==> src/rtl/bklt_pwm_pkg.sv <==
`timescale 1ns/1ps
package bklt_pwm_pkg;

  // Register byte addresses
  localparam int REG_EN     = 'h00;
  localparam int REG_COMMIT = 'h04;
  localparam int REG_CTL0   = 'h08;
  localparam int REG_CTL1   = 'h0C;
  localparam int REG_BYP    = 'h10;

  // Field positions inside the 32-bit data word
  localparam int PRE_LSB = 16;
  localparam int HI_LSB  = 16;
  localparam int PER_LSB = 0;
  localparam int SEL_BIT = 1;

  // Strobes from control to datapath
  typedef struct packed {
    logic run;   // output enabled, counters advance
    logic load;  // copy shadow settings into the active set
  } dpStrb_t;

endpackage

==> src/rtl/bklt_pwm_ctrl.sv <==
`timescale 1ns/1ps
module bklt_pwm_ctrl
  import bklt_pwm_pkg::*;
#(
  parameter int ADDR_W = 8,
  parameter int PRE_W  = 10,
  parameter int PER_W  = 12,
  parameter int HI_W   = 13
) (
  input  logic              clk,
  input  logic              rstN,
  input  logic [ADDR_W-1:0] busAddr,
  input  logic [31:0]       busWdata,
  input  logic              busWe,
  output logic [31:0]       busRdata,
  input  logic              periodEnd,
  output dpStrb_t           strb,
  output logic [PRE_W-1:0]  shPre,
  output logic [PER_W-1:0]  shPer,
  output logic [HI_W-1:0]   shHi
);

  localparam int BYP_W = 2;
  localparam logic [BYP_W-1:0] BYP_ALL = '1;

  logic             enReg;
  logic             commitBit;
  logic             selBit;
  logic [BYP_W-1:0] bypass;
  logic             pending;

  logic hitEn, hitCommit, hitCtl0, hitCtl1, hitByp;
  logic commitReq, directMode, pendNow, loadNow;
  logic unusedWdata;

  assign unusedWdata = ^busWdata;

  assign hitEn     = busAddr == ADDR_W'(REG_EN);
  assign hitCommit = busAddr == ADDR_W'(REG_COMMIT);
  assign hitCtl0   = busAddr == ADDR_W'(REG_CTL0);
  assign hitCtl1   = busAddr == ADDR_W'(REG_CTL1);
  assign hitByp    = busAddr == ADDR_W'(REG_BYP);

  // A commit is the 0 -> 1 transition of the stored commit bit
  assign commitReq  = busWe && hitCommit && busWdata[0] && !commitBit;
  assign directMode = (bypass == BYP_ALL) && selBit;
  assign pendNow    = pending || commitReq;
  assign loadNow    = directMode || (pendNow && (periodEnd || !enReg));

  assign strb.run  = enReg;
  assign strb.load = loadNow;

  always_ff @(posedge clk or negedge rstN) begin
    if (!rstN) begin
      enReg     <= 1'b0;
      commitBit <= 1'b0;
      selBit    <= 1'b0;
      bypass    <= '0;
      shPre     <= '0;
      shPer     <= '0;
      shHi      <= '0;
      pending   <= 1'b0;
    end else begin
      if (busWe && hitEn)     enReg     <= busWdata[0];
      if (busWe && hitCommit) commitBit <= busWdata[0];
      if (busWe && hitCtl0) begin
        shPre  <= busWdata[PRE_LSB +: PRE_W];
        selBit <= busWdata[SEL_BIT];
      end
      if (busWe && hitCtl1) begin
        shPer <= busWdata[PER_LSB +: PER_W];
        shHi  <= busWdata[HI_LSB +: HI_W];
      end
      if (busWe && hitByp) bypass <= busWdata[BYP_W-1:0];
      pending <= pendNow && !loadNow;
    end
  end

  // Read path: shadow contents, unused bits zero
  always_comb begin
    busRdata = '0;
    if (hitEn)     busRdata[0] = enReg;
    if (hitCommit) busRdata[0] = commitBit;
    if (hitCtl0) begin
      busRdata[PRE_LSB +: PRE_W] = shPre;
      busRdata[SEL_BIT]          = selBit;
    end
    if (hitCtl1) begin
      busRdata[PER_LSB +: PER_W] = shPer;
      busRdata[HI_LSB +: HI_W]   = shHi;
    end
    if (hitByp) busRdata[BYP_W-1:0] = bypass;
  end

  // an enabled, buffered commit stays pending until the period ends
  a_r7_hold_pending : assert property (@(posedge clk) disable iff (!rstN)
    (pending && enReg && !periodEnd && !directMode && !(busWe && hitEn))
      |=> pending);

  // a pending commit does not survive a cycle with the output disabled
  a_r8_apply_when_off : assert property (@(posedge clk) disable iff (!rstN)
    (pendNow && !enReg) |=> !pending);

  // direct mode never leaves a commit waiting
  a_r9_direct_no_pend : assert property (@(posedge clk) disable iff (!rstN)
    directMode |=> !pending);

  // top bits of every readback are zero
  a_r5_top_bits_zero : assert property (@(posedge clk) disable iff (!rstN)
    busRdata[31:29] == 3'b000);

endmodule

==> src/rtl/bklt_pwm_dp.sv <==
`timescale 1ns/1ps
module bklt_pwm_dp
  import bklt_pwm_pkg::*;
#(
  parameter int PRE_W = 10,
  parameter int PER_W = 12,
  parameter int HI_W  = 13
) (
  input  logic             clk,
  input  logic             rstN,
  input  dpStrb_t          strb,
  input  logic [PRE_W-1:0] shPre,
  input  logic [PER_W-1:0] shPer,
  input  logic [HI_W-1:0]  shHi,
  output logic             periodEnd,
  output logic             pwmOut
);

  localparam int CMP_W = ((PER_W > HI_W) ? PER_W : HI_W) + 1;

  logic [PRE_W-1:0] actPre, preCnt;
  logic [PER_W-1:0] actPer, perCnt;
  logic [HI_W-1:0]  actHi;
  logic             tick;

  // >= so a period shortened in direct mode wraps at once
  assign tick      = strb.run && (preCnt >= actPre);
  assign periodEnd = tick && (perCnt >= actPer);

  always_ff @(posedge clk or negedge rstN) begin
    if (!rstN) begin
      actPre <= '0;
      actPer <= '0;
      actHi  <= '0;
    end else if (strb.load) begin
      actPre <= shPre;
      actPer <= shPer;
      actHi  <= shHi;
    end
  end

  always_ff @(posedge clk or negedge rstN) begin
    if (!rstN) begin
      preCnt <= '0;
      perCnt <= '0;
    end else if (!strb.run) begin
      preCnt <= '0;
      perCnt <= '0;
    end else if (tick) begin
      preCnt <= '0;
      perCnt <= periodEnd ? '0 : perCnt + 1'b1;
    end else begin
      preCnt <= preCnt + 1'b1;
    end
  end

  assign pwmOut = strb.run && (CMP_W'(perCnt) < CMP_W'(actHi));

  // the cycle after a period end starts a fresh period
  a_r1_wrap_to_zero : assert property (@(posedge clk) disable iff (!rstN)
    periodEnd |=> (perCnt == '0 && preCnt == '0));

  // a zero high width never drives the output high
  a_r2_zero_width_low : assert property (@(posedge clk) disable iff (!rstN)
    (actHi == '0) |-> !pwmOut);

  // disabled output is low and counters restart
  a_r4_off_low : assert property (@(posedge clk) disable iff (!rstN)
    !strb.run |-> !pwmOut);
  a_r4_off_restart : assert property (@(posedge clk) disable iff (!rstN)
    !strb.run |=> (perCnt == '0));

endmodule

==> src/rtl/bklt_pwm.sv <==
`timescale 1ns/1ps
module bklt_pwm
  import bklt_pwm_pkg::*;
#(
  parameter int ADDR_W = 8,
  parameter int PRE_W  = 10,
  parameter int PER_W  = 12,
  parameter int HI_W   = 13
) (
  input  logic              clk,
  input  logic              rstN,
  input  logic [ADDR_W-1:0] busAddr,
  input  logic [31:0]       busWdata,
  input  logic              busWe,
  output logic [31:0]       busRdata,
  output logic              pwmOut
);

  dpStrb_t          strb;
  logic             periodEnd;
  logic [PRE_W-1:0] shPre;
  logic [PER_W-1:0] shPer;
  logic [HI_W-1:0]  shHi;

  bklt_pwm_ctrl #(
    .ADDR_W(ADDR_W), .PRE_W(PRE_W), .PER_W(PER_W), .HI_W(HI_W)
  ) uCtrl (
    .clk(clk), .rstN(rstN),
    .busAddr(busAddr), .busWdata(busWdata), .busWe(busWe),
    .busRdata(busRdata),
    .periodEnd(periodEnd), .strb(strb),
    .shPre(shPre), .shPer(shPer), .shHi(shHi)
  );

  bklt_pwm_dp #(
    .PRE_W(PRE_W), .PER_W(PER_W), .HI_W(HI_W)
  ) uDp (
    .clk(clk), .rstN(rstN), .strb(strb),
    .shPre(shPre), .shPer(shPer), .shHi(shHi),
    .periodEnd(periodEnd), .pwmOut(pwmOut)
  );

endmodule

==> config.mk <==
export PLATFORM = sky130hd
export DESIGN_NAME = bklt_pwm
export DESIGN_NICKNAME = d
export VERILOG_FILES = /design/src/rtl/bklt_pwm_pkg.sv /design/src/rtl/bklt_pwm_ctrl.sv /design/src/rtl/bklt_pwm_dp.sv /design/src/rtl/bklt_pwm.sv
export SDC_FILE = /design/constraint.sdc
export NUM_CORES = 1
export LEC_CHECK = 0
export ABC_CLOCK_PERIOD_IN_PS = 7000
export BUFFER_PORTS_ARGS = -buffer_cell sky130_fd_sc_hd__buf_2
export CORE_MARGIN = 5
export CORE_UTILIZATION = 55
export DETAILED_ROUTE_END_ITERATION = 8
export HOLD_SLACK_MARGIN = 0.05
export PLACE_DENSITY = 0.84
export SYNTH_ARGS = -nofsm -noshare
export SYNTH_HDL_FRONTEND = slang
export SYNTH_SLANG_ARGS = --single-unit
==> constraint.sdc <==
create_clock -name clk -period 7 [get_ports clk]
set_clock_uncertainty 0.05 [all_clocks]
set_input_delay 0.7 -clock clk [delete_from_list [all_inputs] [get_ports clk]]
set_output_delay 0.7 -clock clk [all_outputs]
set_load 0.005 [all_outputs]
# ---- After elaboration in Yosys (flattened, before gate mapping)
# Cells that the tools add are included.
dict set report classes {
  n_addsub 2
  order_cmp 3
  eq_ne 6
  n_mux 12
  reduce_logical 20
}
# operator count
set ops {}
lappend ops {{2-to-1 mux 12 bit} 4}
lappend ops {{2-to-1 mux 10 bit} 3}
lappend ops {{== test 8 x 4 -> 1 bit, second input constant} 2}
lappend ops {{logical AND 1 bit} 13}
lappend ops {{less-than comparator 12 x 13 -> 1 bit} 1}
lappend ops {{2-to-1 mux 13 bit} 1}
lappend ops {{adder 12 x 1 -> 12 bit, second input constant} 1}
lappend ops {{greater-or-equal comparator 12 bit} 1}
lappend ops {{adder 10 x 1 -> 10 bit, second input constant} 1}
lappend ops {{greater-or-equal comparator 10 bit} 1}
lappend ops {{== test 8 x 3 -> 1 bit, second input constant} 1}
lappend ops {{== test 8 x 5 -> 1 bit, second input constant} 1}
lappend ops {{logical NOT 8 bit} 1}
lappend ops {{logical NOT 1 bit} 3}
lappend ops {{logical OR 1 bit} 3}
lappend ops {{2-to-1 mux 1 bit} 3}
lappend ops {{== test 2 bit, second input constant} 1}
lappend ops {{2-to-1 mux 2 bit} 1}
lappend ops {{inequality test 2 x 1 -> 1 bit, second input constant} 1}
dict set report totals {
  register_bits 98
  in_bits 43
  out_inout_bits 33
}

# ---- Depth between registers and ports, before layout
dict set report logic_depth {
  ltp_word 9
  mapped_depth 9
  ltp_nobuf 8
}

# ---- Modules after synthesis
# A second synthesis with hierarchy kept.
dict set report hier_totals {
  cells_unflattened 515
  hier_area_um2 5337.6
}
# mod instances cells_per_inst area_each_um2
set by_module_without_submodules {}
lappend by_module_without_submodules {bklt_pwm_dp 1 354 3291.9}
lappend by_module_without_submodules {bklt_pwm_ctrl 1 161 2045.7}

# ---- Least setup slack after synthesis
# Ideal clock, no wire load.
dict set report synth_path {
  path_type {input port to output port}
  start {input busAddr[1]}
  end {output busRdata[20]}
  arrival_ns 2.181
  required_ns 6.250
  path_slack_ns 4.069
  path_stages 6
  cell_sequence {or4_4 nor3_4 and3_1 buf_2 clkbuf_1 a22o_1}
}
dict set report synth_between {
  elab_chain_cells 3
}
# item line
set synth_rtl {}
lappend synth_rtl {{from (decl)} bklt_pwm.sv:12} ;# input logic [ADDR_W-1:0] busAddr,
lappend synth_rtl {{== test 8 x 4 -> 1 bit} bklt_pwm_ctrl.sv:40} ;# assign hitCtl0 = busAddr == ADDR_W'(REG_CTL0);
lappend synth_rtl {{2-to-1 mux 10 bit} bklt_pwm_ctrl.sv:84} ;# if (hitCtl0) begin
lappend synth_rtl {{2-to-1 mux 13 bit (*)} bklt_pwm_ctrl.sv:88} ;# if (hitCtl1) begin
lappend synth_rtl {{to (decl)} bklt_pwm.sv:15} ;# output logic [31:0] busRdata,
# Mark *: on every way between the ends. The rest lies on a longest branch, timed or not.

# ---- Final worst setup path
dict set report layout_path {
  start {input busAddr[1]}
  end {output busRdata[1]}
}
dict set report layout_between {
  elab_chain_cells 4
}
# item line
set layout_rtl {}
lappend layout_rtl {{== test 8 x 4 -> 1 bit} bklt_pwm_ctrl.sv:40}
lappend layout_rtl {{2-to-1 mux 1 bit} bklt_pwm_ctrl.sv:84}
lappend layout_rtl {{2-to-1 mux 12 bit} bklt_pwm_ctrl.sv:88}
lappend layout_rtl {{2-to-1 mux 2 bit (*)} bklt_pwm_ctrl.sv:92} ;# if (hitByp) busRdata[BYP_W-1:0] = bypass;
# Marked as above.

==> out/results.txt <==
first-pass GRT wire length - 17.6 mm
CTS buffer count - 9
fmax - 0.283 GHz
period utilization - 0.505
DRT iter0 DRCs - 157
TritonCTS clock tree - built
synthesized area - 5180 um^2
largest net degree at the start of global routing - 52
RSZ-0062 raised after global routing - no
CP Launch Type - input pin
htree depth - 3
syn_area_per_cell - 11.8 um^2
hold_buf cts - 0
worst min path class - in2async
Crit path arrival time - 2.78 ns
Initial Util - 0.563
Die Ht - 107 um
Final #Nets - 577
vias in the first global route - 3,668
pre-CTS worst setup slack - 3.34 ns
total grt overflow - 0
Slew Viols, Final - 0
number of diodes - 0
area delta synth->final - 10.8%
Final ANT Viol Nets - 0
#FFs+latches synth - 98
Post-Route WL - 10.5 mm
DR pass1 iterations - 5
GRT Overall Usage - 0.193
Syn. warnings - 0
Tmin final - 3.53 ns
Critical Path RT - 6.25 ns
Cells after Synth - 437
ys flop type - dfrtp_1
Reg-to-Reg Start - uDp.preCnt[0]
I/O Buffers - 61
share of layout cells above drive strength 1 - 0.316
post-CTS sizing - 0
worst-path fanout max - 25
WL/cell - 17.1 um
final hold viol count - 0
clk slew on worst S/H paths - 0.09 ns
later-pin clock latency in the skew report - 0.36 ns
Post-CTS Setup Inserts - 0
vias per cell - 5.77
outcome - completed
CTS sink count - 98
relative max-transition margin - 0.377
top cell type's share of synthesized area - 0.474
dpl hpwl - 7.51 mm
Post-DP Area - 5540 um^2
DRC Markers - 0
top-count cell post-synth - dfrtp_1
RR Endpoint - uDp.actPre[0]
Final WS setup - 3.47 ns
crit path kind - in2out
FP Rows - 35
ys async rst share - 1.00
Final Cell Area - 5730 um^2
slew at the pin closest to its max-slew limit - 0.932 ns
I/O pin total - 76
Cell variety after synth - 46
RePlAce Congestion - 0.834
Leakage - 3.04 nW
Max Cap Viol - 0
R2R depth - 9
Synth area leaders - dfrtp_1 47%, mux2_2 9.8%, ha_1 8.5%
die area - 11,500 um^2
Post-synth EDFFs - 0
Setup crit end kind - output port
initial antenna violation count - 0
Root Buffer - clkbuf_8
clk buf depth - 2
Chip Width - 107 um
total negative setup slack - 0 ns
Vias - 3,545
Pwr per Cell Area - 215 nW/um^2
post-synthesis sequential area ratio - 0.474
final-report setup violation count - 0
final core utilization - 0.624
Worst VDD drop - 0.123 mV
post-synth top area cell - dfrtp_1
reg2reg setup slack - 3.53 ns
synth cell count leaders - 98 x dfrtp_1, 45 x mux2_2, 35 x ha_1, 35 x inv_1, 29 x mux2_4
Core Area - 9200 um^2
## critical path, stage by stage
cell	delay [ns]
buf_2	0.10
or4_4	0.54
nor3_4	0.22
and3_1	0.82
a22oi_1	0.15
nand2_1	0.14
buf_2	0.12
## power by group
part	leakage [nW]	switching [W]	internal (W)
clock network	0.0894	0.000195	0.000166
logic	1.59	0.000152	0.0000987
registers	1.35	0.0000259	0.000596
## cell type report
type | count | area (um^2)
clock inverters | 5 | 62.6
multi-input cells | 291 | 2490
clock buffers | 10 | 128
inverters | 35 | 131
flip-flops and latches | 98 | 2450
well taps | 111 | 139
fillers | 716 | 3460
repair buffers | 64 | 330
## cells by family (layout without fill, tap and decap cells)
kind of cell             Yosys count  count (layout)  synth area share
XOR/XNOR                           8               8            0.0135
other                              1               7          0.000724
flip-flops                        98              98             0.474
adder cells (fa/ha/maj)           35              35            0.0846
AO/OA/AOI/OAI                     67              67            0.0948
multiplexers                      75              75             0.184
AND/OR/NAND/NOR                   99              99            0.0994
buffers and inverters             54             114            0.0493
## routing by layer
metal  global-route usage  share of wire
met5                    0              0
met1                0.252           0.44
met3               0.0337          0.043
met2                0.326           0.50
met4               0.0639          0.017
## sequential cells by signal, indices dropped and copies added (netlist names)
register	cells
uCtrl.shPer	12
uDp.perCnt	12
uCtrl.shHi	13
uCtrl.enReg	1
uCtrl.commitBit	1
uCtrl.selBit	1
uCtrl.shPre	10
uCtrl.bypass	2
uCtrl.pending	1
uDp.actHi	13
uDp.actPer	12
uDp.preCnt	10
uDp.actPre	10
## per-stage QoR
| stage | power, W | cells | hold WS [ns] |
|---|---|---|---|
| 2_1_floorplan | 0.000796 | 443 | 0.354 |
| 3_3_place_gp | 0.000864 | 599 | 0.442 |
| 3_5_place_dp | 0.000879 | 599 | 0.445 |
| 4_1_cts | 0.00124 | 614 | 0.305 |
| 5_1_grt | 0.00130 | 614 | 0.333 |
| 6_report | 0.00123 | 614 | 0.288 |
## how the worst max path moves through the flow
stage / endpoint / startpoint / cells after the start / slack, ns
floorplan: busRdata[20] / busAddr[1] / 6 / 4.07
global placement: uCtrl.shHi[8] / busAddr[1] / 6 / 3.42
detailed placement: uCtrl.shHi[5] / busAddr[1] / 6 / 3.34
CTS: busRdata[20] / busAddr[1] / 6 / 3.44
global route: busRdata[1] / busAddr[1] / 7 / 3.29
finish: busRdata[1] / busAddr[1] / 7 / 3.47
## cell usage in the layout (no fill, tap or decap), drive strengths merged, types with 5 or more instances in the layout
| master | n |
|---|---|
| a21oi | 7 |
| a22o | 19 |
| and2 | 15 |
| and3 | 8 |
| buf | 64 |
| clkbuf | 10 |
| conb | 7 |
| dfrtp | 98 |
| ha | 35 |
| inv | 37 |
| mux2 | 74 |
| nand2 | 22 |
| nand3 | 10 |
| nor2 | 22 |
| nor2b | 6 |
| nor3 | 5 |
| o21ai | 19 |
| xor2 | 5 |
Note: power is estimated with default switching activity, not from simulation.
